--- config.mk ---
export PLATFORM = sky130hd
export DESIGN_NAME = np_request_parser
export DESIGN_NICKNAME = d
export VERILOG_FILES = /design/src/rtl/np_pkg.sv /design/src/rtl/np_desc_check.sv /design/src/rtl/np_tag_map.sv /design/src/rtl/np_drop_log.sv /design/src/rtl/np_request_parser.sv
export SDC_FILE = /design/constraint.sdc
export NUM_CORES = 1
export LEC_CHECK = 0
export ABC_AREA = 1
export CAP_MARGIN = 25
export CORE_AREA = 5 5 459 461
export CTS_BUF_LIST = sky130_fd_sc_hd__clkbuf_8
export CTS_CLUSTER_DIAMETER = 40
export DETAILED_ROUTE_END_ITERATION = 8
export DIE_AREA = 0 0 464 466
export SETUP_SLACK_MARGIN = 0.1
export SLEW_MARGIN = 20
export SYNTH_ARGS = -nofsm -noshare
export SYNTH_HDL_FRONTEND = slang
export SYNTH_SLANG_ARGS = --single-unit
--- constraint.sdc ---
create_clock -name clk -period 4.4 [get_ports clk]
set_input_delay 0.88 -clock clk [delete_from_list [all_inputs] [get_ports clk]]
set_output_delay 0.88 -clock clk [all_outputs]
set_load 0.01 [all_outputs]
--- src/rtl/np_pkg.sv ---
package np_pkg;

   typedef enum logic [1:0] {
      TGT_MEM  = 2'd0,
      TGT_CFG  = 2'd1,
      TGT_CKPT = 2'd2,
      TGT_NONE = 2'd3
   } target_e;

   typedef enum logic [2:0] {
      RSN_NONE = 3'd0,
      RSN_DEST = 3'd1,
      RSN_CMD  = 3'd2,
      RSN_ADDR = 3'd3,
      RSN_LEN  = 3'd4
   } reason_e;

   typedef enum logic [1:0] {
      ST_IDLE = 2'd0,
      ST_DESC = 2'd1,
      ST_BODY = 2'd2,
      ST_DROP = 2'd3
   } pstate_e;

   localparam logic [3:0] CMD_MEM_WR  = 4'd1;
   localparam logic [3:0] CMD_MEM_RD  = 4'd2;
   localparam logic [3:0] CMD_CFG_WR  = 4'd3;
   localparam logic [3:0] CMD_CFG_RD  = 4'd4;
   localparam logic [3:0] CMD_CKPT    = 4'd5;

   localparam int DESC_USED_W = 96;
   localparam int RTAG_W      = 8;
   localparam int LEN_W       = 16;
   localparam int GRAN_LOG    = 4;
   localparam int SRC_LSB     = 32;

endpackage

--- src/rtl/np_desc_check.sv ---
module np_desc_check
   import np_pkg::*;
#(
   parameter int NODE_W = 16,
   parameter int ADDR_W = 48,
   parameter logic [NODE_W-1:0] NODE_ID = NODE_W'(7),
   parameter int MAX_LEN = 496
) (
   input  logic [DESC_USED_W-1:0] desc,
   input  logic [NODE_W-1:0]      dest,
   output logic                   ok,
   output reason_e                reason,
   output target_e                target,
   output logic                   is_read,
   output logic                   notify,
   output logic [RTAG_W-1:0]      rtag,
   output logic [LEN_W-1:0]       len,
   output logic [ADDR_W-1:0]      addr
);

   localparam logic [LEN_W-1:0] MAX_LEN_L = LEN_W'(MAX_LEN);

   logic [3:0]  cmd;
   logic [2:0]  rsvd;
   logic [63:0] addr_full;
   logic        cmd_known;
   logic        addr_hi_bad;
   logic        len_bad;

   assign cmd       = desc[3:0];
   assign notify    = desc[4];
   assign rsvd      = desc[7:5];
   assign rtag      = desc[15:8];
   assign len       = desc[31:16];
   assign addr_full = desc[95:32];
   assign addr      = addr_full[ADDR_W-1:0];

   if (ADDR_W < 64) begin : g_addr_narrow
      assign addr_hi_bad = |addr_full[63:ADDR_W];
   end else begin : g_addr_full
      assign addr_hi_bad = 1'b0;
   end

   always_comb begin
      cmd_known = 1'b1;
      target    = TGT_NONE;
      case (cmd)
         CMD_MEM_WR, CMD_MEM_RD: target = TGT_MEM;
         CMD_CFG_WR, CMD_CFG_RD: target = TGT_CFG;
         CMD_CKPT:               target = TGT_CKPT;
         default:                cmd_known = 1'b0;
      endcase
   end

   assign is_read = (cmd == CMD_MEM_RD);
   assign len_bad = (len == '0) || (len[GRAN_LOG-1:0] != '0) || (len > MAX_LEN_L);

   always_comb begin
      if (dest != NODE_ID)                               reason = RSN_DEST;
      else if (!cmd_known || rsvd != 3'b000)             reason = RSN_CMD;
      else if (addr_full[GRAN_LOG-1:0] != '0 || addr_hi_bad) reason = RSN_ADDR;
      else if (len_bad)                                  reason = RSN_LEN;
      else                                               reason = RSN_NONE;
   end

   assign ok = (reason == RSN_NONE);

endmodule

--- src/rtl/np_tag_map.sv ---
module np_tag_map #(
   parameter int DEPTH  = 8,
   parameter int NODE_W = 16,
   parameter int ADDR_W = 48,
   localparam int IDX_W = $clog2(DEPTH)
) (
   input  logic              clk,
   input  logic              rst_n,
   input  logic              alloc,
   input  logic [NODE_W-1:0] alloc_node,
   input  logic [7:0]        alloc_rtag,
   input  logic [ADDR_W-1:0] alloc_addr,
   input  logic [15:0]       alloc_len,
   output logic [IDX_W-1:0]  alloc_idx,
   output logic              full,
   input  logic              free_en,
   input  logic [IDX_W-1:0]  free_idx,
   input  logic [IDX_W-1:0]  look_idx,
   output logic              look_valid,
   output logic [NODE_W-1:0] look_node,
   output logic [7:0]        look_rtag,
   output logic [ADDR_W-1:0] look_addr,
   output logic [15:0]       look_len
);

   typedef struct packed {
      logic [NODE_W-1:0] node;
      logic [7:0]        rtag;
      logic [ADDR_W-1:0] addr;
      logic [15:0]       len;
   } entry_t;

   logic [DEPTH-1:0] valid_q;
   entry_t           ent_q [DEPTH];

   always_comb begin
      alloc_idx = '0;
      for (int i = DEPTH - 1; i >= 0; i--) begin
         if (!valid_q[i]) alloc_idx = IDX_W'(i);
      end
   end

   assign full = &valid_q;

   always_ff @(posedge clk or negedge rst_n) begin
      if (!rst_n) begin
         valid_q <= '0;
      end else begin
         if (free_en) valid_q[free_idx] <= 1'b0;
         if (alloc)   valid_q[alloc_idx] <= 1'b1;
      end
   end

   always_ff @(posedge clk) begin
      if (alloc) ent_q[alloc_idx] <= '{node: alloc_node, rtag: alloc_rtag,
                                       addr: alloc_addr, len: alloc_len};
   end

   assign look_valid = valid_q[look_idx];
   assign look_node  = ent_q[look_idx].node;
   assign look_rtag  = ent_q[look_idx].rtag;
   assign look_addr  = ent_q[look_idx].addr;
   assign look_len   = ent_q[look_idx].len;

   assert_alloc_not_full_R11: assert property (@(posedge clk) disable iff (!rst_n)
      alloc |-> !full);

   assert_alloc_grows_R10: assert property (@(posedge clk) disable iff (!rst_n)
      (alloc && !free_en) |=> $countones(valid_q) == $past($countones(valid_q)) + 1);

   assert_free_clears_R13: assert property (@(posedge clk) disable iff (!rst_n)
      (free_en && !alloc) |=> !valid_q[$past(free_idx)]);

endmodule

--- src/rtl/np_drop_log.sv ---
module np_drop_log #(
   parameter int NODE_W = 16,
   parameter int CNT_W  = 16
) (
   input  logic              clk,
   input  logic              rst_n,
   input  logic              drop_en,
   input  logic [2:0]        drop_reason,
   input  logic [NODE_W-1:0] drop_node,
   output logic [CNT_W-1:0]  cnt,
   output logic [2:0]        reason,
   output logic [NODE_W-1:0] node
);

   always_ff @(posedge clk or negedge rst_n) begin
      if (!rst_n) begin
         cnt    <= '0;
         reason <= '0;
         node   <= '0;
      end else if (drop_en) begin
         if (cnt != '1) cnt <= cnt + 1'b1;
         reason <= drop_reason;
         node   <= drop_node;
      end
   end

   assert_cnt_step_R9: assert property (@(posedge clk) disable iff (!rst_n)
      (drop_en && cnt != '1) |=> cnt == $past(cnt) + 1'b1);

   assert_cnt_hold_R9: assert property (@(posedge clk) disable iff (!rst_n)
      !drop_en |=> $stable(cnt));

endmodule

--- src/rtl/np_request_parser.sv ---
module np_request_parser
   import np_pkg::*;
#(
   parameter int DATA_W    = 512,
   parameter int NODE_W    = 16,
   parameter int ADDR_W    = 48,
   parameter logic [NODE_W-1:0] NODE_ID = NODE_W'(7),
   parameter int MAX_LEN   = 496,
   parameter int TAG_DEPTH = 8,
   parameter int CNT_W     = 16
) (
   input  logic                         clk,
   input  logic                         rst_n,
   input  logic                         in_valid,
   output logic                         in_ready,
   input  logic                         in_sop,
   input  logic                         in_eop,
   input  logic [DATA_W-1:0]            in_data,
   output logic                         out_valid,
   output logic                         out_first,
   output logic                         out_last,
   output logic [1:0]                   out_target,
   output logic [$clog2(TAG_DEPTH)-1:0] out_tag,
   output logic [DATA_W-1:0]            out_data,
   output logic                         notify_valid,
   output logic [NODE_W-1:0]            notify_node,
   output logic [7:0]                   notify_rtag,
   input  logic                         tag_free_valid,
   input  logic [$clog2(TAG_DEPTH)-1:0] tag_free_idx,
   input  logic [$clog2(TAG_DEPTH)-1:0] tag_look_idx,
   output logic                         tag_look_valid,
   output logic [NODE_W-1:0]            tag_look_node,
   output logic [7:0]                   tag_look_rtag,
   output logic [ADDR_W-1:0]            tag_look_addr,
   output logic [15:0]                  tag_look_len,
   output logic [CNT_W-1:0]             dbg_drop_cnt,
   output logic [2:0]                   dbg_reason,
   output logic [NODE_W-1:0]            dbg_node
);

   localparam int TAG_IW = $clog2(TAG_DEPTH);

   if (DATA_W < DESC_USED_W + 32) begin : g_bad_data_w
      $error("DATA_W too narrow for descriptor");
   end
   if (NODE_W < 1 || NODE_W > 32) begin : g_bad_node_w
      $error("NODE_W must be 1..32");
   end
   if (ADDR_W < 8 || ADDR_W > 64) begin : g_bad_addr_w
      $error("ADDR_W must be 8..64");
   end
   if (MAX_LEN < 16 || MAX_LEN > 65535 || (MAX_LEN % 16) != 0) begin : g_bad_max_len
      $error("MAX_LEN must be a multiple of 16 below 65536");
   end
   if (TAG_DEPTH < 2 || (1 << TAG_IW) != TAG_DEPTH) begin : g_bad_depth
      $error("TAG_DEPTH must be a power of two, at least 2");
   end

   pstate_e             state_q;
   logic [NODE_W-1:0]   dest_q;
   logic [NODE_W-1:0]   src_q;
   target_e             tgt_q;

   logic                chk_ok;
   reason_e             chk_reason;
   target_e             chk_target;
   logic                chk_read;
   logic                chk_notify;
   logic [7:0]          chk_rtag;
   logic [15:0]         chk_len;
   logic [ADDR_W-1:0]   chk_addr;

   logic                tm_full;
   logic [TAG_IW-1:0]   tm_idx;
   logic                tm_alloc;

   logic                hs;
   logic                in_desc;
   logic                desc_acc;
   logic                desc_drop;
   logic                fwd;

   np_desc_check #(
      .NODE_W  (NODE_W),
      .ADDR_W  (ADDR_W),
      .NODE_ID (NODE_ID),
      .MAX_LEN (MAX_LEN)
   ) i_check (
      .desc    (in_data[DESC_USED_W-1:0]),
      .dest    (dest_q),
      .ok      (chk_ok),
      .reason  (chk_reason),
      .target  (chk_target),
      .is_read (chk_read),
      .notify  (chk_notify),
      .rtag    (chk_rtag),
      .len     (chk_len),
      .addr    (chk_addr)
   );

   assign in_desc   = (state_q == ST_DESC);
   assign in_ready  = !(in_desc && in_valid && chk_ok && chk_read && tm_full);
   assign hs        = in_valid && in_ready;
   assign desc_acc  = hs && in_desc && chk_ok;
   assign desc_drop = hs && in_desc && !chk_ok;
   assign tm_alloc  = desc_acc && chk_read;
   assign fwd       = desc_acc || (hs && state_q == ST_BODY);

   np_tag_map #(
      .DEPTH  (TAG_DEPTH),
      .NODE_W (NODE_W),
      .ADDR_W (ADDR_W)
   ) i_tags (
      .clk        (clk),
      .rst_n      (rst_n),
      .alloc      (tm_alloc),
      .alloc_node (src_q),
      .alloc_rtag (chk_rtag),
      .alloc_addr (chk_addr),
      .alloc_len  (chk_len),
      .alloc_idx  (tm_idx),
      .full       (tm_full),
      .free_en    (tag_free_valid),
      .free_idx   (tag_free_idx),
      .look_idx   (tag_look_idx),
      .look_valid (tag_look_valid),
      .look_node  (tag_look_node),
      .look_rtag  (tag_look_rtag),
      .look_addr  (tag_look_addr),
      .look_len   (tag_look_len)
   );

   np_drop_log #(
      .NODE_W (NODE_W),
      .CNT_W  (CNT_W)
   ) i_log (
      .clk         (clk),
      .rst_n       (rst_n),
      .drop_en     (desc_drop),
      .drop_reason (chk_reason),
      .drop_node   (src_q),
      .cnt         (dbg_drop_cnt),
      .reason      (dbg_reason),
      .node        (dbg_node)
   );

   always_ff @(posedge clk or negedge rst_n) begin
      if (!rst_n) begin
         state_q <= ST_IDLE;
         dest_q  <= '0;
         src_q   <= '0;
         tgt_q   <= TGT_NONE;
      end else if (hs) begin
         case (state_q)
            ST_IDLE: begin
               if (in_sop && !in_eop) begin
                  state_q <= ST_DESC;
                  dest_q  <= in_data[NODE_W-1:0];
                  src_q   <= in_data[SRC_LSB +: NODE_W];
               end
            end
            ST_DESC: begin
               if (in_eop)      state_q <= ST_IDLE;
               else if (chk_ok) state_q <= ST_BODY;
               else             state_q <= ST_DROP;
               if (chk_ok) tgt_q <= chk_target;
            end
            default: begin
               if (in_eop) state_q <= ST_IDLE;
            end
         endcase
      end
   end

   target_e           out_tgt_q;
   logic [TAG_IW-1:0] out_tag_q;

   always_ff @(posedge clk or negedge rst_n) begin
      if (!rst_n) begin
         out_valid    <= 1'b0;
         out_first    <= 1'b0;
         out_last     <= 1'b0;
         out_tgt_q    <= TGT_NONE;
         out_tag_q    <= '0;
         out_data     <= '0;
         notify_valid <= 1'b0;
         notify_node  <= '0;
         notify_rtag  <= '0;
      end else begin
         out_valid    <= fwd;
         notify_valid <= desc_acc && chk_notify;
         if (fwd) begin
            out_first <= in_desc;
            out_last  <= in_eop;
            out_tgt_q <= in_desc ? chk_target : tgt_q;
            out_tag_q <= tm_alloc ? tm_idx : '0;
            out_data  <= in_data;
         end
         if (desc_acc) begin
            notify_node <= src_q;
            notify_rtag <= chk_rtag;
         end
      end
   end

   assign out_target = out_tgt_q;
   assign out_tag    = out_tag_q;

   assert_notify_first_R12: assert property (@(posedge clk) disable iff (!rst_n)
      notify_valid |-> (out_valid && out_first));

   assert_drop_silent_R9: assert property (@(posedge clk) disable iff (!rst_n)
      (state_q == ST_DROP) |=> !out_valid);

   assert_stall_full_R11: assert property (@(posedge clk) disable iff (!rst_n)
      !in_ready |-> tm_full);

   assert_first_from_desc_R2: assert property (@(posedge clk) disable iff (!rst_n)
      (out_valid && out_first) |-> $past(state_q) == ST_DESC);

   assert_target_legal_R4: assert property (@(posedge clk) disable iff (!rst_n)
      out_valid |-> out_tgt_q != TGT_NONE);

endmodule

Word level (Yosys, flattened, before mapping)

Memories as Yosys holds them, arrays and structs flattened.
Index checks and enable logic that the tools add are counted.

Add/sub/neg operators: 1
Magnitude comparators: 6
Multiplexer cells: 31
Bitwise logic cells: 3
Equal/unequal tests: 10
Reduce and logical (&&, ||, !) cells: 39

Operators with widths:

| operator              | number |
|---|---|
| $mux 3                | 13 |
| $add 16x1->16 const B | 1 |
| $gt 16x9->1 const B   | 1 |
| $logic_not 16->1      | 1 |
| $mux 8                | 2 |
| $ne 16x16->1 const B  | 1 |
| $ne 16x3->1 const B   | 1 |
| $reduce_or 16->1      | 1 |
| $logic_and 1x1->1     | 14 |
| $lt 3x4->1 const B    | 3 |
| $reduce_and 3->1      | 3 |
| $and 8x8->8           | 1 |
| $eq 4x2->1 const B    | 2 |
| $eq 4x3->1 const B    | 2 |
| $mux 2                | 4 |
| $not 8->8             | 1 |
| $or 8x8->8            | 1 |
| $reduce_and 8->1      | 1 |
| $reduce_bool 4->1     | 2 |
| $mux 1                | 7 |
| $demux 1 s3           | 2 |
| $ge 3x1->1 const B    | 2 |
| $pmux 2 s3            | 1 |
| $reduce_bool 3->1     | 2 |
| other kinds (13)      | 21 |

Memory bits (writable): 704
Output and inout port bits: 670
Memories kept: 1
Bits in registers: 624
Input port bits: 524
Word-level logic and storage cells: 108

Memory list:

| memory       | words | width | read ports | clocked after memory_dff | write ports | line             | text |
|---|---|---|---|---|---|---|---|
| i_tags.ent_q | 8     | 88    | 1          | 0                        | 1           | np_tag_map.sv:34 | `entry_t ent_q [DEPTH];` |

Logic depth before layout (Yosys ltp)

Gate-level depths: netlist of the first run.

Depth after elaboration: 18
Depth in mapped cells: 12
Gate-level depth less buffers: 10

Cells and area by module

Synthesis of the first run repeated with hierarchy kept, for this count alone.

Cell total of the unflattened synthesis: 5170
Area, all modules: 53455.0 um^2

By module, submodules not included:

| module            | cells an instance | times used | area each (um^2) |
|---|---|---|---|
| np_tag_map        | 2257              | 1          | 28015.6 |
| np_request_parser | 2546              | 1          | 22843.2 |
| np_drop_log       | 215               | 1          | 1702.9 |
| np_desc_check     | 152               | 1          | 893.4 |

Worst setup path after synthesis of the first run

No wires, ideal clock.

Path kind: input to register
Start: input in_data[32]
End: memory i_tags.ent_q[1][0] (netlist bit), enable pin
Required time: 3959 ps
Setup slack: 75 ps
Arrival time: 3883 ps
Stages on the path: 10
Path buffers: 2
Cell sequence: or2_0 -> nor2_1 -> nand2_1 -> nor2_4 -> nand4_2 -> buf_2 -> nor2_1 -> buf_2 -> nand3_1 -> inv_1

Word-level cells in the longest chain between the ends: 16

Ends and longest elaborated chain:

| element                        | line                     | text |
|---|---|---|
| start, declared                | np_request_parser.sv:18  | `input logic [DATA_W-1:0] in_data,` |
| $reduce_bool 4->1 *            | np_desc_check.sv:61      | `else if (addr_full[GRAN_LOG-1:0] != '0 \|\| addr_hi_bad) reason = RSN_ADDR;` |
| $logic_or 1x1->1 *             | np_desc_check.sv:61      |  |
| $mux 3 *                       | np_desc_check.sv:61      |  |
| $mux 3 *                       | np_desc_check.sv:60      | `else if (!cmd_known \|\| rsvd != 3'b000) reason = RSN_CMD;` |
| $mux 3 *                       | np_desc_check.sv:59      | `if (dest != NODE_ID) reason = RSN_DEST;` |
| $logic_not 3->1 *              | np_desc_check.sv:66      | `assign ok = (reason == RSN_NONE);` |
| $logic_and 1x1->1 (3 in a row) | np_request_parser.sv:102 | `assign in_ready = !(in_desc && in_valid && chk_ok && chk_read && tm_full);` |
| $logic_not 1->1                | np_request_parser.sv:102 |  |
| $logic_and 1x1->1              | np_request_parser.sv:103 | `assign hs = in_valid && in_ready;` |
| $logic_and 1x1->1              | np_request_parser.sv:104 | `assign desc_acc = hs && in_desc && chk_ok;` |
| $logic_and 1x1->1 *            | np_request_parser.sv:104 |  |
| $logic_and 1x1->1 *            | np_request_parser.sv:106 | `assign tm_alloc = desc_acc && chk_read;` |
| $mux 1 *                       | np_tag_map.sv:55         | `if (alloc) ent_q[alloc_idx] <= '{node: alloc_node, rtag: alloc_rtag,` |
| $mux 1 (not written as such) * | np_tag_map.sv:55         |  |
| end, declared                  | np_tag_map.sv:34         |  |

Mark *: on every way between the ends. The rest lies on a longest branch, timed or not.

Worst setup path in the final report of the first run

Start: input in_data[33]
End: output in_ready

Word-level cells in the longest chain between the ends: 10

Ends and longest elaborated chain:

| element                        | line                     | text |
|---|---|---|
| $reduce_bool 4->1              | np_desc_check.sv:61      |  |
| $logic_or 1x1->1               | np_desc_check.sv:61      |  |
| $mux 3                         | np_desc_check.sv:61      |  |
| $mux 3                         | np_desc_check.sv:60      |  |
| $mux 3                         | np_desc_check.sv:59      |  |
| $logic_not 3->1                | np_desc_check.sv:66      |  |
| $logic_and 1x1->1 (3 in a row) | np_request_parser.sv:102 |  |
| $logic_not 1->1                | np_request_parser.sv:102 |  |
| end, declared                  | np_request_parser.sv:15  | `output logic in_ready,` |

Every way passes these cells.

==> key figures, run 1 <==
Outcome
  – Status: finished clean

Timing
  – Final Skew: 0.102 ns
  – Period utilization: 94.0%
  – Final hold slack: 0.232 ns
  – Max-slew headroom: 26.4%
  – RSZ-0062 raised after global routing: false
  – Final hold vios: 0
  – Final setup fails: 0
  – Final Critical Period: 4.14 ns
  – Fmax: 0.242 GHz
  – Final Max Slew Viols: 0
  – Slew @ Worst Pin: 1.10 ns

Power and ir drop
  – Peak supply drop: 493 uV
  – Clk pwr share: 30.5%
  – Int Pwr: 29.6 mW
  – Sw Pwr: 14.8 mW
  – Net Sw Frac: 33.3%
  – Combinational share of power: 30.2%
  – Sequential Power Share: 39.3%
  – Pwr dens: 597 nW/um^2
  – Leak Pwr: 30.3 nW

Routing
  – DRT iter0 DRCs: 3486
  – # DRC: 0
  – Via-to-Cell Ratio: 4.73
  – Routed len/inst: 26.8 um
  – Final ANT Viol Nets: 0
  – Drt total wl: 245000 um
  – DR vias: 43192
  – 1st-pass router iterations: 5

Worst setup path
  – CP required: 3.52 ns
  – WS Path Type: in -> out
  – Crit start category: input port
  – Crit end category: output pin
  – WP data arrival: 3.26 ns
  – Max FO, Critical Path: 3

Global routing
  – First-pass GRT wire length: 336000 um
  – GRT Residual Overflow: 0
  – Largest net degree at the start of global routing: 159
  – Initial antenna violation count: 106
  – GRT Resource Usage Total: 21.8%
  – Vias in the first global route: 42486

Synthesis
  – Post-synthesis sequential area ratio: 70.6%
  – Cells after Synth: 4863
  – Commonest cells in the netlist: 1236 x nand2_1, 704 x edfxtp_1, 670 x nor2_1
  – Synth top area cells: edfxtp_1 41%, dfrtp_1 30%, nand2_1 8.9%
  – Synth warnings: 0
  – Synthesized Nets: 5388
  – Syn avg cell area: 10.7 sq um
  – Synthesized cell area: 52100 sq um
  – Synth cell types: 33
  – Post-synth EDFFs: 704
  – Most common cell in the netlist: nand2_1
  – Synth top area share: 40.6%
  – Post-synth top area cell: edfxtp_1
  – Asr flop ratio synth: 47.0%
  – FF+latch count, synth: 1328
  – Main flop type after synthesis: edfxtp_1

CTS
  – Clk_lat worst skew: 1.02 ns
  – Setup bufs post-CTS: 0
  – CTS Buf Count: 280
  – Clock Tree Buf Depth: 4
  – CTS tree: built
  – Register clock-pin slew on the reported worst setup and hold paths: 0.06 ns
  – Root Driver: clkbuf_8
  – Clock sink count: 1328
  – Htree depth: 5

Final layout
  – Layout net count: 6724
  – Final core utilization: 36.1%
  – Synthesis-to-layout area growth: 42.6%
  – Non-filler cells, final: 9136
  – Ratio of cells with drive above 1 in the final layout: 9.86%

Floorplanning
  – Die X: 464 um
  – Row cnt: 167
  – Core area: 206000 sq um
  – Vert. Die Dim: 466 um
  – Initial core utilization: 25.3%
  – Die ar.: 216000 sq um
  – # IOs: 1194

Place
  – Port buffer count: 1193
  – HPWL after DPL: 189000 um
  – # placed instances: 8620
  – GPL Wtd Cong: 0.983

Run
  – Max Cap Viol: 0

Hold path
  – Hold Path Class: in -> reg
==> layout by cell type (no fill, tap or decap), types with 28 or more instances in the layout <==
cell	synthesis	final
edfxtp_1	704	704
a31oi_1	90	90
clkdlybuf4s50_1	0	1171
nor2_1	670	667
buf_12	0	79
clkinvlp_4	0	28
diode_2	0	45
o22ai_1	88	88
nand3_1	555	553
o21ai_0	406	406
nand2_1	1236	1235
buf_4	34	133
nand4_1	38	38
dfrtp_1	620	620
inv_1	67	115
clkbuf_8	0	311
==> path summary, 6_finish.rpt <==
kind,startpoint,to,slack [ns],depth (start not counted)
max reg2reg,i_tags.valid_q[2],out_data[49],1.27,11
min,in_valid,i_log.reason[1],0.23,3
max in group asynchronous,rst_n,out_data[267],2.71,3
min reg2reg,i_log.reason[2],i_log.reason[2],0.47,2
min in group asynchronous,rst_n,out_tag[2],0.45,2
max,in_data[33],in_ready,0.26,10
==> layer usage <==
layer	track usage, %	routed length (um)
met5	0	539
met4	15.2	20000
met3	6.68	19100
met2	36.5	118000
met1	23.7	86600
==> state kept, by name, indices dropped and copies added, names as in the netlist, 2 cells and up <==
name,count
out_tag,3
i_log.node,16
out_target,2
i_log.cnt,16
i_log.reason,3
notify_node,16
i_tags.valid_q,8
dest_q,16
i_tags.ent_q,704
notify_rtag,8
state_q,2
src_q,16
out_data,512
tgt_q,2
==> final cells by class <==
type                            count  area (sq um)
Tap cell                         2704          3380
Clock buffer                      311          4280
Sequential cell                  1328         36800
Clock inverter                    159          1390
Timing Repair Buffer             1388         14400
Multi-Input combinational cell   3132         13700
Inverter                           69           303
Fill cell                       20569        132000
Antenna cell                       45           113
==> power by group through the flow <==
stage	Sequential, mW	Combinational (mW)	Clock (mW)
CTS	17.4	13.7	13.9
global route	17.7	14.1	14.5
floorplan	18.2	3.45	0
detailed placement	17.6	13.6	0
global placement	17.6	13.5	0
finish	17.4	13.4	13.5
==> kinds of logic (layout without fill, tap and decap cells) <==
family | count (synthesis) | in the layout | synth area share, %
adders and majority gates | 1 | 1 | 0.0240
DFF | 1328 | 1328 | 70.6
buffers and inverters | 403 | 1927 | 3.23
and+or+nand+nor | 2515 | 2515 | 19.7
AOI/OAI and AO/OA | 603 | 603 | 6.23
other | 0 | 45 | 0
xor gates and xnor gates | 13 | 13 | 0.219
==> timing repair <==
| item | 4_1_cts | 5_1_grt |
|---|---|---|
| setup endpoints to repair | 1 | 1 |
| hold buffers | 1 | 0 |
| endpoints found under the hold margin | 46 | 0 |
| resized for setup | 2 | 1 |
| pin swaps | 0 | 0 |
==> critical path, stage by stage <==
cell,delay (ns)
clkdlybuf4s50_1,0.46
nor2_4,0.23
nand3_1,0.26
buf_4,0.23
nor2_1,0.09
nand2_1,0.13
buf_12,0.18
nor2_4,0.12
nand4_2,0.11
clkdlybuf4s50_1,0.54
==> metrics by stage <==
| stage | TNS (ns) | area [sq um] | total power [mW] | setup WS [ns] |
|---|---|---|---|---|
| after floorplan | 0 | 52100 | 21.7 | 0.268 |
| after global placement | -421.83 | 68500 | 31.1 | -0.704 |
| after detailed placement | -431.15 | 68500 | 31.3 | -0.722 |
| after CTS | 0 | 74200 | 45.0 | 0.116 |
| after global routing | 0 | 74200 | 46.3 | 0.164 |
| final | 0 | 74300 | 44.4 | 0.265 |
Power figures use the tool's default switching activity.
==> run 2, diff against run 1 <==
- CAP_MARGIN: 25 -> 0
- SKIP_LAST_GASP: unset -> 1
==> results of run 2 <==
No change in the layout: final DEF, timing and power equal those of run 1.
